File: src/rtl/ds3ref_pkg.sv
`timescale 1ns/1ps
package ds3ref_pkg;

  // Default DS3 frame geometry
  localparam int unsigned DEF_GROUP_BITS = 85;
  localparam int unsigned DEF_GROUPS     = 8;
  localparam int unsigned DEF_SUBFRAMES  = 7;
  localparam int unsigned DEF_M_SUBS     = 3;

  // One bit position's worth of reference outputs
  typedef struct packed {
    logic frame_n;
    logic gap_n;
    logic data;
  } ref_slot_t;

  localparam ref_slot_t SLOT_IDLE = '{frame_n: 1'b1, gap_n: 1'b1, data: 1'b0};

endpackage

File: src/rtl/ds3ref_rst_sync.sv
`timescale 1ns/1ps
module ds3ref_rst_sync #(
  parameter int unsigned STAGES = 2
) (
  input  logic clk_i,
  input  logic arst_n_i,
  output logic run_o
);

  logic [STAGES-1:0] sync_q;
  logic [STAGES-1:0] sync_d;

  always_comb begin
    sync_d = {sync_q[STAGES-2:0], 1'b1};
  end

  always_ff @(posedge clk_i or negedge arst_n_i) begin
    if (!arst_n_i) begin
      sync_q <= '0;
    end else begin
      sync_q <= sync_d;
    end
  end

  assign run_o = sync_q[STAGES-1];

endmodule

File: src/rtl/ds3ref_wrap_ctr.sv
`timescale 1ns/1ps
module ds3ref_wrap_ctr #(
  parameter int unsigned MOD = 85,
  localparam int unsigned W  = (MOD > 1) ? $clog2(MOD) : 1
) (
  input  logic         clk_i,
  input  logic         arst_n_i,
  input  logic         en_i,
  output logic [W-1:0] cnt_o,
  output logic         wrap_o
);

  localparam logic [W-1:0] LAST = W'(MOD - 1);

  logic [W-1:0] cnt_q;
  logic [W-1:0] cnt_d;
  logic         at_last;

  assign at_last = (cnt_q == LAST);

  always_comb begin
    cnt_d = cnt_q;
    if (en_i) begin
      cnt_d = at_last ? '0 : cnt_q + 1'b1;
    end
  end

  always_ff @(posedge clk_i or negedge arst_n_i) begin
    if (!arst_n_i) begin
      cnt_q <= '0;
    end else begin
      cnt_q <= cnt_d;
    end
  end

  assign cnt_o  = cnt_q;
  assign wrap_o = en_i & at_last;

endmodule

File: src/rtl/ds3ref_slot_decode.sv
`timescale 1ns/1ps
module ds3ref_slot_decode
  import ds3ref_pkg::*;
#(
  parameter int unsigned GROUP_BITS = DEF_GROUP_BITS,
  parameter int unsigned GROUPS     = DEF_GROUPS,
  parameter int unsigned SUBFRAMES  = DEF_SUBFRAMES,
  parameter int unsigned M_SUBS     = DEF_M_SUBS,
  parameter logic [GROUPS/2-1:0] F_SEQ = 4'b1001,
  parameter logic [M_SUBS-1:0]   M_SEQ = 3'b010,
  localparam int unsigned BIT_W = $clog2(GROUP_BITS),
  localparam int unsigned GRP_W = $clog2(GROUPS),
  localparam int unsigned SUB_W = $clog2(SUBFRAMES)
) (
  input  logic [BIT_W-1:0] bit_i,
  input  logic [GRP_W-1:0] grp_i,
  input  logic [SUB_W-1:0] sub_i,
  output ref_slot_t        slot_o
);

  localparam int NF      = GROUPS / 2;
  localparam int M_FIRST = SUBFRAMES - M_SUBS;

  // F value for an odd group: first F in the subframe sits at the MSB of F_SEQ
  function automatic logic pick_f(input logic [GRP_W-1:0] g);
    int   k;
    logic r;
    k = NF - 1 - int'(g >> 1);
    r = 1'b0;
    for (int i = 0; i < NF; i++) begin
      if (i == k) r = F_SEQ[i];
    end
    return r;
  endfunction

  // M value for a subframe in the M zone: first M at the MSB of M_SEQ
  function automatic logic pick_m(input logic [SUB_W-1:0] s);
    int   k;
    logic r;
    k = int'(M_SUBS) - 1 - (int'(s) - M_FIRST);
    r = 1'b0;
    for (int i = 0; i < int'(M_SUBS); i++) begin
      if (i == k) r = M_SEQ[i];
    end
    return r;
  endfunction

  logic is_ovh;
  logic first_grp;
  logic m_zone;

  assign is_ovh    = (bit_i == '0);
  assign first_grp = (grp_i == '0);
  assign m_zone    = (int'(sub_i) >= M_FIRST);

  always_comb begin
    slot_o = SLOT_IDLE;
    if (is_ovh) begin
      slot_o.gap_n = 1'b0;
      if (first_grp && (sub_i == '0)) begin
        slot_o.frame_n = 1'b0;
      end
      if (grp_i[0]) begin
        slot_o.data = pick_f(grp_i);
      end else if (first_grp && m_zone) begin
        slot_o.data = pick_m(sub_i);
      end
    end
  end

endmodule

File: src/rtl/ds3ref_gen.sv
`timescale 1ns/1ps
module ds3ref_gen
  import ds3ref_pkg::*;
#(
  parameter int unsigned GROUP_BITS  = DEF_GROUP_BITS,
  parameter int unsigned GROUPS      = DEF_GROUPS,
  parameter int unsigned SUBFRAMES   = DEF_SUBFRAMES,
  parameter int unsigned M_SUBS      = DEF_M_SUBS,
  parameter logic [GROUPS/2-1:0] F_SEQ = 4'b1001,
  parameter logic [M_SUBS-1:0]   M_SEQ = 3'b010,
  parameter int unsigned SYNC_STAGES = 2
) (
  input  logic clk_ref_i,
  input  logic rst_ref_n_i,
  output logic clk_out_o,
  output logic frame_n_o,
  output logic gap_n_o,
  output logic data_o
);

  localparam int unsigned BIT_W = $clog2(GROUP_BITS);
  localparam int unsigned GRP_W = $clog2(GROUPS);
  localparam int unsigned SUB_W = $clog2(SUBFRAMES);

  logic             run;
  logic [BIT_W-1:0] bit_cnt;
  logic [GRP_W-1:0] grp_cnt;
  logic [SUB_W-1:0] sub_cnt;
  logic             bit_wrap;
  logic             grp_wrap;
  logic             sub_wrap;
  ref_slot_t        slot_d;
  ref_slot_t        slot_q;

  // Output bit clock is the reference clock itself
  assign clk_out_o = clk_ref_i;

  ds3ref_rst_sync #(.STAGES(SYNC_STAGES)) u_sync (
    .clk_i    (clk_ref_i),
    .arst_n_i (rst_ref_n_i),
    .run_o    (run)
  );

  // Bit within group, group within subframe, subframe within frame
  ds3ref_wrap_ctr #(.MOD(GROUP_BITS)) u_bit_ctr (
    .clk_i    (clk_ref_i),
    .arst_n_i (rst_ref_n_i),
    .en_i     (run),
    .cnt_o    (bit_cnt),
    .wrap_o   (bit_wrap)
  );

  ds3ref_wrap_ctr #(.MOD(GROUPS)) u_grp_ctr (
    .clk_i    (clk_ref_i),
    .arst_n_i (rst_ref_n_i),
    .en_i     (bit_wrap),
    .cnt_o    (grp_cnt),
    .wrap_o   (grp_wrap)
  );

  ds3ref_wrap_ctr #(.MOD(SUBFRAMES)) u_sub_ctr (
    .clk_i    (clk_ref_i),
    .arst_n_i (rst_ref_n_i),
    .en_i     (grp_wrap),
    .cnt_o    (sub_cnt),
    .wrap_o   (sub_wrap)
  );

  ds3ref_slot_decode #(
    .GROUP_BITS (GROUP_BITS),
    .GROUPS     (GROUPS),
    .SUBFRAMES  (SUBFRAMES),
    .M_SUBS     (M_SUBS),
    .F_SEQ      (F_SEQ),
    .M_SEQ      (M_SEQ)
  ) u_decode (
    .bit_i  (bit_cnt),
    .grp_i  (grp_cnt),
    .sub_i  (sub_cnt),
    .slot_o (slot_d)
  );

  // Registered outputs, clock-enabled by the released reset
  always_ff @(posedge clk_ref_i or negedge rst_ref_n_i) begin
    if (!rst_ref_n_i) begin
      slot_q <= SLOT_IDLE;
    end else if (run) begin
      slot_q <= slot_d;
    end
  end

  assign frame_n_o = slot_q.frame_n;
  assign gap_n_o   = slot_q.gap_n;
  assign data_o    = slot_q.data;

  logic unused_wrap;
  assign unused_wrap = sub_wrap;

endmodule

File: config.mk
export PLATFORM = sky130hd
export DESIGN_NAME = ds3ref_gen
export DESIGN_NICKNAME = d
export VERILOG_FILES = /design/src/rtl/ds3ref_pkg.sv /design/src/rtl/ds3ref_rst_sync.sv /design/src/rtl/ds3ref_wrap_ctr.sv /design/src/rtl/ds3ref_slot_decode.sv /design/src/rtl/ds3ref_gen.sv
export SDC_FILE = /design/constraint.sdc
export NUM_CORES = 1
export LEC_CHECK = 0
export ABC_CLOCK_PERIOD_IN_PS = 1700
export CAP_MARGIN = 25
export CELL_PAD_IN_SITES_DETAIL_PLACEMENT = 0
export CELL_PAD_IN_SITES_GLOBAL_PLACEMENT = 2
export CORE_MARGIN = 2
export CORE_UTILIZATION = 34
export DETAILED_ROUTE_END_ITERATION = 8
export PLACE_DENSITY_LB_ADDON = 0.15
export SLEW_MARGIN = 10
export SYNTH_ARGS = -nofsm -noshare
export SYNTH_HDL_FRONTEND = slang
export SYNTH_HIERARCHICAL = 1
export SYNTH_SLANG_ARGS = --single-unit
File: constraint.sdc
create_clock -name clk_ref_i -period 1.7 [get_ports clk_ref_i]
set_input_delay 0.34 -clock clk_ref_i [delete_from_list [all_inputs] [get_ports clk_ref_i]]
set_output_delay 0.34 -clock clk_ref_i [all_outputs]
set_load 0.05 [all_outputs]
==> flow_metrics.tcl <==
set metrics [dict create \
    status "complete, no violations" \
    drc_errors 0 \
    grt_use_total_pct 13.9 \
    ir_drop_uv 1210 \
    seqPwrFrac_pct 40.3 \
    dp_hpwl_um 1250 \
    final_cell_mix "dfrtp_1, buf_4, clkbuf_4" \
    final_common_cell "dfrtp_1" \
    synth_warnings 6 \
    finClkSkew_ns 0.00756 \
    dpl.cell_count 127 \
    cp-start-kind "clock port" \
    rsz0062_at_grt "false" \
    start_util_pct 36.6 \
    fmax_ghz 0.628 \
    grt_overflow 0 \
    syn_area_sq_um 922 \
    grt_pass1_wl_um 3170 \
    power.density_nw_per_um2 1170 \
    die_x_um 56.1 \
    io_pins 6 \
    stdcell_count 133 \
    crit_fanout 2 \
    syn_inst 81 \
    dieHeight_um 56.1 \
    required_ns 1.36 \
    coreArea_sq_um 2520 \
    drtPass1Iterations 3 \
    final_nets 112 \
    crit_type "clk2out" \
    antenna_found_initial 0 \
    combinationalPowerShare_pct 29.2 \
    clockPowerShare_pct 30.5 \
    vias 656 \
    cts_tree "done" \
    syn_to_final_growth_pct 26.1 \
    fin_tns_setup_ns 0 \
    p_int_mw 0.875 \
    port_buffers 5 \
    fillers 253 \
    first_global_vias 688 \
    drive_above_1_share_pct 36.9 \
    swShare_pct 35.9 \
    grt_max_degree 19 \
    syn_area_per_cell_sq_um 11.4 \
    diodes 0 \
    slew_violations 0 \
    finalSetupViolCount 0 \
    clk_latency_ns 0.40 \
    synth_nets 88 \
    worst_hold_path_type "in2async" \
    rows 18 \
    post_drt_via_cell_ratio 4.93 \
    die_area_sq_um 3140 \
    period_share_pct 94.7 \
    p_leak_nw 0.541 \
    min_period_ns 1.61 \
    clkTransAtPathRegs_ns 0.10 \
    p_switching_mw 0.490 \
    crit_arrival_ns 1.27 \
    maxCapViolCount 0 \
    first_iter_violations 4 \
    finalWirelength_um 1700 \
    ant_nets 0 \
    wl_per_cell_um 12.8 \
    worst_setup_path_end_kind "primary output" \
    gp_congestion 0.740 \
    hold_viol 0 \
]
-- critical path, cell delays in order --
cell and delay (ns):
clkbuf_4 0.10, clkbuf_4 0.11, buf_2 0.20
-- power by group through the flow --
stage	Combinational, mW	Sequential (mW)	Clock, mW
3_5_place_dp	0.399	0.559	0.136
5_1_grt	0.434	0.563	0.470
4_1_cts	0.403	0.552	0.433
2_1_floorplan	0.152	0.626	0.127
6_report	0.399	0.550	0.416
3_3_place_gp	0.405	0.559	0.136
-- what timing repair did --
action / in CTS / in global routing
hold buffers: 0 / 0
gates resized for setup: 5 / 2
setup buffers: 0 / 0
endpoints found under the setup margin: 1 / 2
-- layer usage --
metal | GRT usage [%] | up-vias | wire, um
li1 | - | 338 | -
met1 | 18.4 | 304 | 861
met2 | 18.0 | 9 | 733
met3 | 3.26 | 5 | 58
met4 | 13.3 | 0 | 50
met5 | 0 | - | 0
-- per-stage QoR --
stage / hold WS (ns) / power (mW) / util, % / worst slack, ns / area [sq um]
after floorplan: 0.0444 / 0.905 / - / 0.000498 / 925
after global routing: 0.246 / 1.47 / 46.1 / 0.00942 / 1160
final: 0.259 / 1.37 / 46.1 / 0.0908 / 1160
after global placement: 0.343 / 1.10 / 44.2 / -0.162 / 1120
after detailed placement: 0.345 / 1.09 / 44.2 / -0.162 / 1120
after CTS: 0.258 / 1.39 / 45.8 / 0.0732 / 1160
-- path summary, 6_finish.rpt --
kind / start / end / slack, ns / cells past startpoint
max in group asynchronous: rst_ref_n_i / gap_n_o / 1.17 / 2
worst max register to register: u_sub_ctr/cnt_o[0] / data_o / 0.11 / 6
worst min register to register: u_sync/sync_q[0] / u_sync/sync_q[1] / 0.36 / 0
worst min-delay path: rst_ref_n_i / u_sub_ctr/cnt_o[0] / 0.26 / 2
worst max-delay path: clk_ref_i / clk_out_o / 0.09 / 3
min in group clk_ref_i: u_sync/sync_q[0] / u_sync/sync_q[1] / 0.36 / 0
-- flip-flops by register name (all words and copies together) (netlist names) --
name / flops
frame_n_o: 1
u_sub_ctr/cnt_o: 3
gap_n_o: 1
u_sync/sync_q: 2
u_grp_ctr/cnt_o: 3
u_bit_ctr/cnt_o: 7
data_o: 1
-- cell type report --
cell class / instances / area [sq um] / share of cell area [%]
well taps: 30 / 37.5 / 3.23
multi-input cells: 59 / 459 / 39.5
flip-flops and latches: 18 / 453 / 39.0
inverters: 2 / 7.51 / 0.646
repair buffers: 17 / 155 / 13.3
clock buffers: 7 / 50.0 / 4.31
No activity file was read; power rests on OpenSTA's default activity.
